`config.mk`:
```
export PLATFORM = sky130hd
export DESIGN_NAME = status_flag_unit
export DESIGN_NICKNAME = d
export VERILOG_FILES = /design/src/rtl/flag_pkg.sv /design/src/rtl/flag_ctrl.sv /design/src/rtl/flag_path.sv /design/src/rtl/status_flag_unit.sv
export SDC_FILE = /design/constraint.sdc
export NUM_CORES = 1
export LEC_CHECK = 0
export BUFFER_PORTS_ARGS = -buffer_cell sky130_fd_sc_hd__buf_2
export CAP_MARGIN = 10
export CORE_ASPECT_RATIO = 1.75
export CORE_MARGIN = 8
export CORE_UTILIZATION = 45
export DETAILED_ROUTE_END_ITERATION = 12
export PLACE_DENSITY = 0.82
export SLEW_MARGIN = 20
export SYNTH_ARGS = -nofsm -noshare
export SYNTH_HDL_FRONTEND = slang
export SYNTH_SLANG_ARGS = --single-unit
```
`constraint.sdc`:
```
create_clock -name clk -period 1 [get_ports clk]
set_input_delay 0.1 -clock clk [delete_from_list [all_inputs] [get_ports clk]]
set_output_delay 0.1 -clock clk [all_outputs]
set_load 0.005 [all_outputs]
```
`src/rtl/flag_pkg.sv`:
```
package flag_pkg;
  localparam int FLAG_W = 16;
  localparam int PAR_W  = 8;

  localparam int CF_BIT = 0;
  localparam int PF_BIT = 2;
  localparam int AF_BIT = 4;
  localparam int ZF_BIT = 6;
  localparam int SF_BIT = 7;
  localparam int TF_BIT = 8;
  localparam int IF_BIT = 9;
  localparam int DF_BIT = 10;
  localparam int OF_BIT = 11;

  localparam int CTL_N = 3;
  // control strobe index -> register bit (0 trap, 1 interrupt, 2 direction)
  localparam int CTL_POS [CTL_N] = '{TF_BIT, IF_BIT, DF_BIT};

  typedef enum logic [1:0] {
    OP_ADD   = 2'd0,
    OP_SUB   = 2'd1,
    OP_LOGIC = 2'd2,
    OP_RSVD  = 2'd3
  } opClass_e;

  typedef struct packed {
    logic             loadStatus;
    logic             loadAux;
    logic             subMode;
    logic             logicMode;
    logic [CTL_N-1:0] ctlLoad;
    logic [CTL_N-1:0] ctlVal;
  } strobe_t;
endpackage

```
`src/rtl/flag_ctrl.sv`:
```
module flag_ctrl
  import flag_pkg::*;
(
  input  logic             flagWe,
  input  logic [1:0]       opClass,
  input  logic [CTL_N-1:0] ctlSet,
  input  logic [CTL_N-1:0] ctlClr,
  output strobe_t          strobe
);
  always_comb begin
    strobe = '0;
    unique case (opClass_e'(opClass))
      OP_ADD: begin
        strobe.loadStatus = flagWe;
        strobe.loadAux    = flagWe;
      end
      OP_SUB: begin
        strobe.loadStatus = flagWe;
        strobe.loadAux    = flagWe;
        strobe.subMode    = 1'b1;
      end
      OP_LOGIC: begin
        strobe.loadStatus = flagWe;
        strobe.logicMode  = 1'b1;
      end
      default: ;
    endcase
    // set has priority over clear
    strobe.ctlLoad = ctlSet | ctlClr;
    strobe.ctlVal  = ctlSet;
  end
endmodule

```
`src/rtl/flag_path.sv`:
```
module flag_path
  import flag_pkg::*;
#(
  parameter int DATA_W   = 16,
  parameter int NARROW_W = 8
) (
  input  logic              clk,
  input  logic              rstN,
  input  logic [DATA_W-1:0] opA,
  input  logic [DATA_W-1:0] opB,
  input  logic [DATA_W-1:0] result,
  input  logic              wide,
  input  strobe_t           strobe,
  output logic [FLAG_W-1:0] flags
);
  logic [FLAG_W-1:0]   flagsQ, flagsNxt;
  logic [DATA_W:0]     sumWide;
  logic [NARROW_W:0]   sumNarrow;
  logic carryAdd, borrow, aMsb, bMsb, rMsb, ovfAdd, ovfSub, isZero, parEven, auxCarry;

  always_comb begin
    sumWide   = {1'b0, opA} + {1'b0, opB};
    sumNarrow = {1'b0, opA[NARROW_W-1:0]} + {1'b0, opB[NARROW_W-1:0]};
    carryAdd  = wide ? sumWide[DATA_W] : sumNarrow[NARROW_W];
    borrow    = wide ? (opA < opB) : (opA[NARROW_W-1:0] < opB[NARROW_W-1:0]);
    aMsb      = wide ? opA[DATA_W-1]    : opA[NARROW_W-1];
    bMsb      = wide ? opB[DATA_W-1]    : opB[NARROW_W-1];
    rMsb      = wide ? result[DATA_W-1] : result[NARROW_W-1];
    ovfAdd    = (aMsb == bMsb) && (rMsb != aMsb);
    ovfSub    = (aMsb != bMsb) && (rMsb != aMsb);
    isZero    = wide ? (result == '0) : (result[NARROW_W-1:0] == '0);
    parEven   = ~^result[PAR_W-1:0];
    auxCarry  = opA[4] ^ opB[4] ^ result[4];
  end

  always_comb begin
    flagsNxt = flagsQ;
    if (strobe.loadStatus) begin
      flagsNxt[CF_BIT] = strobe.logicMode ? 1'b0 : (strobe.subMode ? borrow : carryAdd);
      flagsNxt[OF_BIT] = strobe.logicMode ? 1'b0 : (strobe.subMode ? ovfSub : ovfAdd);
      flagsNxt[SF_BIT] = rMsb;
      flagsNxt[ZF_BIT] = isZero;
      flagsNxt[PF_BIT] = parEven;
    end
    if (strobe.loadAux) flagsNxt[AF_BIT] = auxCarry;
    for (int i = 0; i < CTL_N; i++) begin
      if (strobe.ctlLoad[i]) flagsNxt[CTL_POS[i]] = strobe.ctlVal[i];
    end
  end

  always_ff @(posedge clk or negedge rstN) begin
    if (!rstN) flagsQ <= '0;
    else       flagsQ <= flagsNxt;
  end

  assign flags = flagsQ;
endmodule

```
`src/rtl/status_flag_unit.sv`:
```
module status_flag_unit
  import flag_pkg::*;
#(
  parameter int DATA_W   = 16,
  parameter int NARROW_W = 8
) (
  input  logic              clk,
  input  logic              rstN,
  input  logic [DATA_W-1:0] opA,
  input  logic [DATA_W-1:0] opB,
  input  logic [DATA_W-1:0] result,
  input  logic [1:0]        opClass,
  input  logic              wide,
  input  logic              flagWe,
  input  logic [2:0]        ctlSet,
  input  logic [2:0]        ctlClr,
  output logic [15:0]       flags
);
  strobe_t strobe;

  flag_ctrl ctrl_i (
    .flagWe (flagWe),
    .opClass(opClass),
    .ctlSet (ctlSet),
    .ctlClr (ctlClr),
    .strobe (strobe)
  );

  flag_path #(.DATA_W(DATA_W), .NARROW_W(NARROW_W)) path_i (
    .clk   (clk),
    .rstN  (rstN),
    .opA   (opA),
    .opB   (opB),
    .result(result),
    .wide  (wide),
    .strobe(strobe),
    .flags (flags)
  );
endmodule

```
==> results.ini <==
[run_status]
status = finished with violations
violations = negative setup slack

[synthesis]
synth_top_area_share_pct = 30.7
synth_area_leaders = ha_1 31%, dfrtp_1 16%, inv_1 8.9%
ys.warnings.count = 0
ys_ff_latch = 9
synth_ff_type = dfrtp_1
syn_area_mm2 = 0.00139
ys_seq_area_share_pct = 16.2
synth_area_per_cell_um2 = 8.11
synth_cell_type_count = 36
synthCells = 171
synth_enable_flop_cells = 0
yosysTopAreaCell = ha_1
synthArstFlopShare_pct = 100

[floorplan]
num_rows = 26
die_h_um = 89.4
dieArea_mm2 = 0.00518
die_w_um = 58.0
ios = 76
placeableCoreArea_mm2 = 0.00293
start_util_pct = 47.4

[finish]
area_growth_pct = 62.7
final_util_pct = 77.1
layout_common_cells = 60 x buf_2, 27 x buf_4, 25 x inv_1
diodes = 0
drive_above_1_share_pct = 50.7
fin_cells = 296
largest_reg_flops = 9
final_nets = 363
final_common_cell = buf_2

[grt]
grt_max_degree = 10
grt_use_total_pct = 16.3
antenna_found_initial = 0
grt_pass1_vias = 1573
gr-total-overflow = 0
grt_pass1_wl_mm = 6.77

[setup_path]
path_class = primary input to register
critPathCaptureType = register
worstPathMaxFanout = 2
required_ns = 1.15
start_kind = primary input
critPathArrivalTime_ns = 1.29

[worst_hold_path]
hp-class = primary input to register

[clock_tree]
cts.clk_slew.worst_paths_ns = 0.04
cts_max_level = 1
clkSinkCount = 9
cts_root_buffer = clkbuf_8
numCtsBuffers = 3
clockBufferDepth = 2
clkLatencyLatePin_ns = 0.23
cts_tree = yes

[detailed_routing]
drt_iter0_drc = 39
drt-total-wl_mm = 4.80
via_per_inst = 5.38
ant_nets = 0
vias = 1593
wire_per_inst_um = 16.2
drc = 0
drtPass1Iterations = 4

[power]
p_int_uw = 1190
max-vdd-ir-drop_uv = 664
power.density_mw_per_mm2 = 793
clkPwrFrac_pct = 22.9
sw_frac_of_total_pct = 33.7
p_switching_uw = 603
seq_power_share_pct = 24.5
pwr-share-comb_pct = 52.6
power_uw = 1790
leakage_uw = 0.00119

[timing]
rsz0062_at_grt = yes
setup_slack_ns = -0.146
finClkSkew_ns = 0
hold_viol_final = 0
max_freq_mhz = 872
finalSetupViolations = 2
drv_slew = 0
fin_crit_ns = 1.15
final.period_utilization_pct = 115

[place]
place.gp.congestion = 0.811
placed_cells = 290
dp_hpwl_mm = 3.43
dp_slack_ns = -0.449
portBuffers = 68

[job]
drv_cap = 0

==> layer usage <==
metal / part of all wire, % / track usage [%]
met1: 33 / 14.4
met2: 57 / 34.6
met3: 7.3 / 4.32
met4: 2.6 / 3.14
met5: 0 / 0
==> timing repair <==
item / in CTS / in global routing
buffers inserted: 0 / 1
endpoints found under the setup margin: 2 / 2
hold buffers: 1 / 0
hold endpoints to repair: 9 / 0
resized for setup: 21 / 34
pin swaps: 11 / 17
==> layout make-up <==
| cell class | count | area (µm²) |
|---|---|---|
| Timing Repair Buffer | 95 | 592 |
| Tap cell | 28 | 35.0 |
| Sequential cell | 9 | 225 |
| Clock buffer | 4 | 45.0 |
| Fill cell | 204 | 672 |
| Inverter | 33 | 126 |
| Multi-Input combinational cell | 127 | 1230 |
==> power groups by stage <==
stage,logic (µW),registers (µW),clock network [µW]
after floorplan,379,447,0
after global placement,693,440,0
after detailed placement,715,442,0
after CTS,799,437,408
after global routing,1030,444,433
final,942,437,410
==> synthesized netlist by cell type (all sizes together), types with 2 or more instances <==
cell / number
nand4: 4
xnor2: 3
a21oi: 15
inv: 33
nor4: 5
nor2b: 2
a31oi: 2
xor2: 2
mux2i: 2
ha: 34
dfrtp: 9
a21o: 4
nand2b: 6
o31ai: 2
buf: 8
o21ai: 10
nor2: 5
nand2: 10
==> stage by stage <==
stage | instance area, µm² | setup TNS [ns] | hold WS (ns)
detailed placement | 1910 | -0.994 | -0.0445
floorplan | 1410 | -0.499 | -0.196
finish | 2260 | -0.247 | 0.0528
global placement | 1910 | -0.891 | -0.0452
global route | 2260 | -0.366 | 0.0566
CTS | 2090 | -0.282 | 0.0540
==> path summary, 6_finish.rpt <==
path                            startpoint               to  slack [ns]  depth (start not counted)
min reg2reg                path_i.flags[9]  path_i.flags[9]        0.47                          1
max reg2reg                path_i.flags[0]  path_i.flags[0]       -0.12                          4
min                              ctlSet[1]  path_i.flags[9]        0.05                          2
min in group asynchronous             rstN  path_i.flags[6]        0.26                          2
max                                 opB[1]  path_i.flags[0]       -0.15                          8
max in group asynchronous             rstN  path_i.flags[4]        0.57                          2
==> cells by family (layout without fill, tap and decap cells) <==
kind of cell	after synthesis	after routing	synth area share [%]
DFF	9	9	16.2
adders and majority gates	34	34	30.7
muxes	3	3	3.07
AOI/OAI and AO/OA	41	41	18.4
buffers and inverters	41	132	13.5
other	1	7	0.270
and+or+nand+nor	37	37	14.6
xor gates and xnor gates	5	5	3.16
==> critical path, cell delays in order <==
cell and delay [ns]:
buf_6 0.10, inv_4 0.05, ha_4 0.19, nand4bb_1 0.18, a31oi_1 0.17, o21ai_1 0.08
a32o_1 0.25, a31oi_1 0.17
(Power assumes the default switching activity.)
